### src/rtl/i2c_prim_pkg.sv
package i2c_prim_pkg;
  localparam int CMD_W    = 5;
  localparam int C_START  = 0;
  localparam int C_RSTART = 1;
  localparam int C_STOP   = 2;
  localparam int C_RECV   = 3;
  localparam int C_ACK    = 4;

  typedef enum logic [2:0] {
    OP_IDLE, OP_START, OP_RSTART, OP_STOP, OP_RECV, OP_ACK, OP_SEND
  } op_e;

  typedef struct packed {
    logic scl_low;
    logic sda_low;
  } lines_t;
endpackage

### src/rtl/i2c_prim_qtick.sv
module i2c_prim_qtick #(
  parameter int unsigned QUARTER_CLKS = 4
) (
  input  logic clk_i,
  input  logic rst_ni,
  input  logic run_i,
  output logic tick_o
);
  localparam int unsigned CW = (QUARTER_CLKS > 1) ? $clog2(QUARTER_CLKS) : 1;
  localparam logic [CW-1:0] LAST = CW'(QUARTER_CLKS - 1);

  logic [CW-1:0] cnt_q;

  assign tick_o = run_i && (cnt_q == LAST);

  always_ff @(posedge clk_i or negedge rst_ni) begin
    if (!rst_ni) cnt_q <= '0;
    else if (!run_i || tick_o) cnt_q <= '0;
    else cnt_q <= cnt_q + CW'(1);
  end
endmodule

### src/rtl/i2c_prim_shreg.sv
module i2c_prim_shreg #(
  parameter int unsigned W = 8
) (
  input  logic         clk_i,
  input  logic         rst_ni,
  input  logic         load_i,
  input  logic [W-1:0] load_data_i,
  input  logic         shift_i,
  input  logic         in_i,
  output logic [W-1:0] data_o
);
  always_ff @(posedge clk_i or negedge rst_ni) begin
    if (!rst_ni) data_o <= '0;
    else if (load_i) data_o <= load_data_i;
    else if (shift_i) data_o <= {data_o[W-2:0], in_i};
  end
endmodule

### src/rtl/i2c_prim_lines.sv
module i2c_prim_lines
  import i2c_prim_pkg::*;
(
  input  logic       clk_i,
  input  logic       rst_ni,
  input  logic       run_i,
  input  op_e        op_i,
  input  logic [1:0] phase_i,
  input  logic       data_bit_i,
  output logic       scl_oe_o,
  output logic       sda_oe_o
);
  lines_t nxt, cur_q;

  // quarter-phase waveforms; 1 = pull low
  always_comb begin
    nxt = cur_q;
    unique case (op_i)
      OP_START: begin
        nxt.scl_low = (phase_i == 2'd3);
        nxt.sda_low = (phase_i != 2'd0);
      end
      OP_RSTART: begin
        nxt.scl_low = (phase_i == 2'd0) || (phase_i == 2'd3);
        nxt.sda_low = phase_i[1];
      end
      OP_STOP: begin
        nxt.scl_low = (phase_i == 2'd0);
        nxt.sda_low = !phase_i[1];
      end
      OP_RECV, OP_ACK, OP_SEND: begin
        nxt.scl_low = (phase_i == 2'd0) || (phase_i == 2'd3);
        nxt.sda_low = !data_bit_i;
      end
      default: nxt = cur_q;
    endcase
  end

  always_ff @(posedge clk_i or negedge rst_ni) begin
    if (!rst_ni) cur_q <= '0;
    else if (run_i) cur_q <= nxt;
  end

  assign scl_oe_o = cur_q.scl_low;
  assign sda_oe_o = cur_q.sda_low;
endmodule

### src/rtl/i2c_prim_engine.sv
module i2c_prim_engine
  import i2c_prim_pkg::*;
#(
  parameter int unsigned QUARTER_CLKS = 4,
  parameter int unsigned DATA_W       = 8
) (
  input  logic              clk_i,
  input  logic              rst_ni,
  input  logic              cmd_we_i,
  input  logic [4:0]        cmd_i,
  input  logic              ack_we_i,
  input  logic              ack_val_i,
  input  logic              tx_we_i,
  input  logic [DATA_W-1:0] tx_data_i,
  input  logic              sda_i,
  output logic [4:0]        cmd_o,
  output logic              busy_o,
  output logic [DATA_W-1:0] rx_data_o,
  output logic              slave_nack_o,
  output logic              scl_oe_o,
  output logic              sda_oe_o
);
  localparam int unsigned BIT_W = $clog2(DATA_W + 1);
  localparam logic [BIT_W-1:0] LAST_SEND = BIT_W'(DATA_W);
  localparam logic [BIT_W-1:0] LAST_RECV = BIT_W'(DATA_W - 1);

  op_e               op_q, cmd_op;
  logic [1:0]        phase_q;
  logic [BIT_W-1:0]  bit_q, last_idx;
  logic              samp_q, rx_last_q, ack_q, nack_q;
  logic [DATA_W-1:0] rx_q, sh_data;
  logic              tick, end_bit, is_last, shift_en;
  logic              cmd_ok, tx_ok, data_bit;

  assign busy_o = (op_q != OP_IDLE);

  always_comb begin
    unique case (cmd_i)
      5'b00001: cmd_op = OP_START;
      5'b00010: cmd_op = OP_RSTART;
      5'b00100: cmd_op = OP_STOP;
      5'b01000: cmd_op = OP_RECV;
      5'b10000: cmd_op = OP_ACK;
      default:  cmd_op = OP_IDLE;
    endcase
  end

  // acknowledge only legal right after a completed receive
  assign cmd_ok = cmd_we_i && !busy_o && (cmd_op != OP_IDLE) &&
                  ((cmd_op != OP_ACK) || rx_last_q);
  assign tx_ok  = tx_we_i && !cmd_we_i && !busy_o;

  always_comb begin
    cmd_o = '0;
    unique case (op_q)
      OP_START:  cmd_o[C_START]  = 1'b1;
      OP_RSTART: cmd_o[C_RSTART] = 1'b1;
      OP_STOP:   cmd_o[C_STOP]   = 1'b1;
      OP_RECV:   cmd_o[C_RECV]   = 1'b1;
      OP_ACK:    cmd_o[C_ACK]    = 1'b1;
      default:   cmd_o = '0;
    endcase
  end

  always_comb begin
    unique case (op_q)
      OP_SEND: last_idx = LAST_SEND;
      OP_RECV: last_idx = LAST_RECV;
      default: last_idx = '0;
    endcase
  end

  assign end_bit  = tick && (phase_q == 2'd3);
  assign is_last  = (bit_q == last_idx);
  assign shift_en = end_bit && ((op_q == OP_SEND) || (op_q == OP_RECV)) &&
                    (bit_q < LAST_SEND);

  always_comb begin
    unique case (op_q)
      OP_SEND: data_bit = (bit_q < LAST_SEND) ? sh_data[DATA_W-1] : 1'b1;
      OP_ACK:  data_bit = ack_q;
      default: data_bit = 1'b1;
    endcase
  end

  i2c_prim_qtick #(.QUARTER_CLKS(QUARTER_CLKS)) u_qtick (
    .clk_i (clk_i),
    .rst_ni(rst_ni),
    .run_i (busy_o),
    .tick_o(tick)
  );

  i2c_prim_shreg #(.W(DATA_W)) u_shreg (
    .clk_i      (clk_i),
    .rst_ni     (rst_ni),
    .load_i     (tx_ok),
    .load_data_i(tx_data_i),
    .shift_i    (shift_en),
    .in_i       (samp_q),
    .data_o     (sh_data)
  );

  i2c_prim_lines u_lines (
    .clk_i     (clk_i),
    .rst_ni    (rst_ni),
    .run_i     (busy_o),
    .op_i      (op_q),
    .phase_i   (phase_q),
    .data_bit_i(data_bit),
    .scl_oe_o  (scl_oe_o),
    .sda_oe_o  (sda_oe_o)
  );

  always_ff @(posedge clk_i or negedge rst_ni) begin
    if (!rst_ni) ack_q <= 1'b0;
    else if (ack_we_i) ack_q <= ack_val_i;
  end

  always_ff @(posedge clk_i or negedge rst_ni) begin
    if (!rst_ni) begin
      op_q      <= OP_IDLE;
      phase_q   <= '0;
      bit_q     <= '0;
      samp_q    <= 1'b0;
      rx_last_q <= 1'b0;
      nack_q    <= 1'b0;
      rx_q      <= '0;
    end else if (cmd_ok || tx_ok) begin
      op_q      <= cmd_ok ? cmd_op : OP_SEND;
      phase_q   <= '0;
      bit_q     <= '0;
      rx_last_q <= 1'b0;
    end else if (tick) begin
      phase_q <= phase_q + 2'd1;
      if (phase_q == 2'd1) samp_q <= sda_i;  // mid SCL high
      if (end_bit) begin
        if (is_last) begin
          op_q <= OP_IDLE;
          if (op_q == OP_RECV) begin
            rx_q      <= {sh_data[DATA_W-2:0], samp_q};
            rx_last_q <= 1'b1;
          end
          if (op_q == OP_SEND) nack_q <= samp_q;
        end else begin
          bit_q <= bit_q + BIT_W'(1);
        end
      end
    end
  end

  assign rx_data_o    = rx_q;
  assign slave_nack_o = nack_q;
endmodule

### config.mk
export PLATFORM = sky130hd
export DESIGN_NAME = i2c_prim_engine
export DESIGN_NICKNAME = d
export VERILOG_FILES = /design/src/rtl/i2c_prim_pkg.sv /design/src/rtl/i2c_prim_qtick.sv /design/src/rtl/i2c_prim_shreg.sv /design/src/rtl/i2c_prim_lines.sv /design/src/rtl/i2c_prim_engine.sv
export SDC_FILE = /design/constraint.sdc
export NUM_CORES = 1
export LEC_CHECK = 0
export ABC_AREA = 1
export ABC_CLOCK_PERIOD_IN_PS = 1700
export BUFFER_PORTS_ARGS = -buffer_cell sky130_fd_sc_hd__buf_2
export CAP_MARGIN = 20
export CORE_MARGIN = 2
export CORE_UTILIZATION = 55
export CTS_CLUSTER_SIZE = 24
export DETAILED_ROUTE_END_ITERATION = 10
export PLACE_DENSITY = 0.79
export SLEW_MARGIN = 20
export SYNTH_ARGS = -nofsm -noshare
export SYNTH_HDL_FRONTEND = slang
export SYNTH_SLANG_ARGS = --single-unit
### constraint.sdc
create_clock -name clk_i -period 1.7 [get_ports clk_i]
set_input_delay 0.17 -clock clk_i [delete_from_list [all_inputs] [get_ports clk_i]]
set_output_delay 0.17 -clock clk_i [all_outputs]
set_load 0.02 [all_outputs]
Word level (Yosys, flattened, before mapping)
Cells that the tools add are included.
- bits in registers: 33
- bits in latches: 0
- bits in writable memories: 0
- ROM bits: 0
- bits of input ports: 20
- memories kept: 0
- add/subtract/negate cells: 3
- multipliers: 0
- div/mod/pow operators: 0
- order comparisons: 1
- eq/ne operators: 17
- shift-type cells: 0
- muxes and demuxes: 29
- bitwise gates (word level): 1
- reduce and logical (&&, ||, !) cells: 36
- operators with widths (cell ; number):
    two-way mux 4 bit ; 4
    two-way mux 8 bit ; 2
    two-way mux 3 bit ; 5
    case mux 3 bit (5 select lines) ; 1
    nonzero test 2 bit ; 6
    two-way mux 1 bit ; 11
    AND reduction 5 bit ; 2
    equality test 3 bit (second input constant) ; 3
    logical AND 1 bit ; 9
    AND reduction 3 bit ; 3
    case mux 2 bit (4 select lines) ; 1
    case mux 4 bit (2 select lines) ; 1
    equality test 3 x 2 -> 1 bit (second input constant) ; 2
    two-way mux 2 bit ; 3
    nonzero test 3 bit ; 2
    equality test 5 x 1 -> 1 bit (second input constant) ; 1
    equality test 5 x 2 -> 1 bit (second input constant) ; 1
    equality test 5 x 3 -> 1 bit (second input constant) ; 1
    equality test 5 x 4 -> 1 bit (second input constant) ; 1
    equality test 5 bit (second input constant) ; 1
    logical OR 1 bit ; 5
    adder 2 x 1 -> 2 bit (second input constant) ; 2
    adder 4 x 1 -> 4 bit (second input constant) ; 1
    equality test 2 bit (second input constant) ; 2
    other kinds (14) ; 17

Logic depth before layout (Yosys ltp)
- word-level depth: 8
- mapped depth: 11
- gate-level depth less buffers: 11

Modules after synthesis
A second synthesis with hierarchy kept.
- cell total of the unflattened synthesis: 247
- area, all modules: 1891.8 um2
- by module, submodules not included (module ; instances ; cells an instance ; area an instance (um2)):
    i2c_prim_engine ; 1 ; 154 ; 1203.7
    i2c_prim_shreg ; 1 ; 44 ; 374.1
    i2c_prim_lines ; 1 ; 39 ; 225.2
    i2c_prim_qtick ; 1 ; 10 ; 88.8

Worst setup path before layout
Ideal clock, no wire load.
- path kind: register -> register
- from: register op_q[2]
- to: register rx_q[0] (netlist: rx_data_o[0])
- library setup time: 119 ps
- arrival: 1406 ps
- data required time: 1581 ps
- setup slack: 175 ps
- stages on the path, launching flop included: 11
- path buffers: 2
- path through: dfrtp_1 > buf_4 > nand2_1 > inv_2 > nand2_1 > nand2_2 > nor2_8 > nand3_4 > buf_6 > nand2_1 > o21ai_2
- cells in the longest elaborated chain, start to end: 8
- elaborated cells on any way between the ends: 15
- those cells by class: eq/ne: 3; mux: 1; bitwise: 1; reduce/logical: 10
- RTL lines (element ; RTL line ; source):
    from (decl) ; i2c_prim_engine.sv:27 ; op_e op_q, cmd_op;
    from (signal assigned) ; i2c_prim_engine.sv:129 ; op_q <= cmd_ok ? cmd_op : OP_SEND;
    parallel branches: the longest is 7 deep, another holds case mux 4 bit (2 select lines) ; - ;
    AND reduction 5 bit (no line) (*) ; - ;
    to (signal assigned) ; i2c_prim_engine.sv:140 ; rx_q <= {sh_data[DATA_W-2:0], samp_q};
    to (decl) ; i2c_prim_engine.sv:31 ; logic [DATA_W-1:0] rx_q, sh_data;
Mark *: on every way between the ends.
A chain may end at the register's enable or synchronous reset.

Final worst setup path
- from: register op_q[0]
- to: register nack_q (netlist: slave_nack_o)
- cells in the longest elaborated chain, start to end: 8
- elaborated cells on any way between the ends: 15
- those cells by class: eq/ne: 3; mux: 1; bitwise: 1; reduce/logical: 10
- RTL lines (element ; RTL line ; source):
    parallel branches: the longest is 7 deep, another holds case mux 4 bit (2 select lines) ; - ;
    AND reduction 5 bit (no line) (*) ; - ;
    to (signal assigned) ; i2c_prim_engine.sv:143 ; if (op_q == OP_SEND) nack_q <= samp_q;
    to (decl) ; i2c_prim_engine.sv:30 ; logic samp_q, rx_last_q, ack_q, nack_q;
Marked as above.

==> flow_summary.ini <==
[clock_tree]
worstSkewPairLatency_ns = 0.35
numCtsBuffers = 5
cts-root-buf = clkbuf_4
htreeDepth = 2
cts_tree = yes
clk_pin_slew_worst_paths_ns = 0.10
clkSinkCount = 33
cts_buffer_depth = 2

[pwr]
p_sw_uw = 1560
pwr-share-comb_pct = 49.2
ir_drop_mv = 0.677
p_seq_share_pct = 33.3
p_clk_share_pct = 17.5
internal_power_uw = 2010
power_uw = 3570
power.density_nw_per_um2 = 1530
switching_share_pct = 43.7
p_leak_uw = 0.00123

[die]
num_rows = 21
die_x_um = 63.1
fp.dieH_um = 63.1
start_util_pct = 57.6
die_area_sq_um = 3980
ios = 37
core-area_sq_um = 3340

[layout]
drive_gt1_share_pct = 30.5
final_util_pct = 69.7
layout.cells.non_filler = 328
num-nets-final = 306
final_area_sq_um = 2330
fillers = 286
diodes = 0
syn2layout_area_growth_pct = 21.2

[routing]
drt_wl_total_um = 4030
wire_per_inst_um = 12.3
first_iter_violations = 54
ant_nets = 0
drt_pass1_iterations = 4
via_count = 1699
drcViolationCount = 0
routed_via_density = 5.18

[logic_synthesis]
synthFlopType = dfrtp_1
synth_async_sr_flop_share_pct = 100
synth_area_leaders = dfrtp_1 43%, nand2_1 11%, inv_1 5.5%
ys_seq_area_share_pct = 43.0
yosysTopAreaCell = dfrtp_1
synth_edf_count = 0
netlist-cell-type-count = 30
netlist_instances = 232
syn_area_sq_um = 1920
synth_common_cells = 57 x nand2_1, 33 x dfrtp_1, 28 x inv_1
syn_nets = 257
yosysWarnings = 0
synth_top_area_share_pct = 43.0
yosysMostFrequentCell = nand2_1
ys_ff_latch = 33
avgSynthCellArea_sq_um = 8.28

[sta]
finalMaxSlewViolations = 0
setup_slack_ns = 0.0772
period_minus_slack_ns = 1.62
hold_violations = 0
fin_worst_skew_ns = 0.0113
rsz0062_at_grt = true
setup_viol = 0
max_freq_mhz = 616
fin_crit_sh_pct = 95.5
maxSlewHeadroom_pct = 52.0
worst_slew_pin_slew_ns = 0.720

[worst_setup_path]
crit_type = reg2reg
cpPeakStageDelay_ns = 0.47
crit_path_end_kind = flop
cp_cell_sequence = nor2_1 -> nand2_1 -> nand2_1 -> nand2_2 -> nor2_8 -> nand2_2 -> o21ai_1 -> o31ai_1
cp_data_arrival_time_ns = 1.85
rrSetupSlack_ns = 0.08
reg2reg_to = slave_nack_o$_DFFE_PN0P_
crit_path_start_kind = flop
timing.critical_path.buf_inv = 0
required_ns = 1.92
crit_family = simple AND/OR/NAND/NOR gates
r2r-start = op_q[0]$_DFFE_PN0P_
reg2reg_depth = 8
critPathSlowestCell = dfrtp_2
crit_fanout = 6

[status]
status = complete, no violations

[global_route]
grt_pass1_wl_um = 6330
grt_max_degree = 34
grt-ovfl-total = 0
antenna_found_initial = 0
grt_pass1_vias = 1493
grt_use_total_pct = 20.5

[worst_hold_path]
hp-class = in2reg
min_to = ack_q$_DFFE_PN0P_
hold_start = ack_val_i
hold-path-cell-count = 2

[place]
place_congestion = 0.798
dp_worst_setup_slack_ns = 0.0834
dp.final_hpwl_um = 2720
placed_cells_incl_taps = 310
placed_cell_area_sq_um = 2120
portBuffers = 36

[flow_run]
cap_violations = 0
==> layout make-up <==
cell class	count	area (sq um)	share of cell area (%)
clock buffers	7	55.1	2.37
clock inverters	1	30.0	1.29
inverters	34	140	6.02
multi-input cells	162	953	41.0
flip-flops and latches	33	828	35.6
well taps	46	57.6	2.47
repair buffers	45	263	11.3
==> placed cells by master (no fill, tap or decap), types with 3 or more instances in the layout <==
master,instances
nor2_1,21
a21oi_1,3
nor2_8,3
o21ai_1,5
o211ai_1,6
inv_1,28
inv_2,3
nand2_2,6
dfrtp_1,31
nand3_4,3
nand4_1,11
nand3_1,10
clkbuf_4,5
buf_4,7
o21ai_2,8
buf_2,36
o21ai_0,12
ha_1,5
nand2_1,56
==> repair_timing <==
item | in CTS | in global routing
endpoints found under the hold margin | 33 | 0
setup buffers | 0 | 8
hold buffers | 1 | 0
setup endpoints to repair | 0 | 23
gates resized for setup | 0 | 10
==> sequential cells by signal, indices dropped and copies added (netlist names) <==
| signal | flops |
|---|---|
| rx_data_o | 8 |
| u_shreg.data_o | 8 |
| bit_q | 4 |
| op_q | 3 |
| phase_q | 2 |
| u_qtick.cnt_q | 2 |
| ack_q | 1 |
| rx_last_q | 1 |
| samp_q | 1 |
| slave_nack_o | 1 |
| u_lines.scl_oe_o | 1 |
| u_lines.sda_oe_o | 1 |
==> layer usage <==
| metal | track usage [%] | vias to the layer above | wire length [um] |
|---|---|---|---|
| met1 | 25.1 | 781 | 1770 |
| li1 | - | 863 | - |
| met3 | 4.82 | 9 | 196 |
| met4 | 8.33 | 0 | 68 |
| met2 | 34.7 | 46 | 1990 |
| met5 | 0 | - | 0 |
==> kinds of logic after synthesis <==
logic type | after synthesis | synth area share (%)
xor+xnor | 1 | 0.456
buf+inv | 38 | 9.06
flops | 33 | 43.0
simple gates | 115 | 30.0
mux | 1 | 0.586
fa+ha+maj | 5 | 3.26
compound gates | 39 | 13.6
==> power by group through the flow <==
stage          logic (uW)  clock network (uW)  registers, uW
2_1_floorplan        1200                   0           1230
3_3_place_gp         1500                   0           1200
3_5_place_dp         1540                   0           1220
4_1_cts              1550                 625           1200
5_1_grt              1960                 663           1220
6_report             1760                 625           1190
==> worst reg2reg max path, stage by stage (launching register included) <==
cell and delay, ns:
dfrtp_2 0.47, nor2_1 0.14, nand2_1 0.10, nand2_1 0.12, nand2_2 0.10, nor2_8 0.20, nand2_2 0.12, o21ai_1 0.15
o31ai_1 0.09
==> how the worst max path moves through the flow <==
stage                                   start                            end  depth (start not counted)
final                     op_q[0]$_DFFE_PN0P_       slave_nack_o$_DFFE_PN0P_                          8
after global routing      op_q[0]$_DFFE_PN0P_           bit_q[3]$_DFFE_PN0P_                         11
after CTS                 op_q[0]$_DFFE_PN0P_  u_shreg.data_o[1]$_DFFE_PN0P_                          9
after detailed placement  op_q[0]$_DFFE_PN0P_  u_shreg.data_o[1]$_DFFE_PN0P_                          9
after global placement    op_q[0]$_DFFE_PN0P_          rx_last_q$_DFFE_PN0P_                          8
after floorplan           op_q[2]$_DFFE_PN0P_       rx_data_o[0]$_DFFE_PN0P_                         10
==> through the flow <==
stage	TNS [ns]	hold WS (ns)
after global placement	0	0.263
after global routing	-0.0975	0.0438
after CTS	0	0.0586
final	0	0.0634
after floorplan	0	-0.126
after detailed placement	0	0.267
Note: power is estimated with default switching activity, not from simulation.
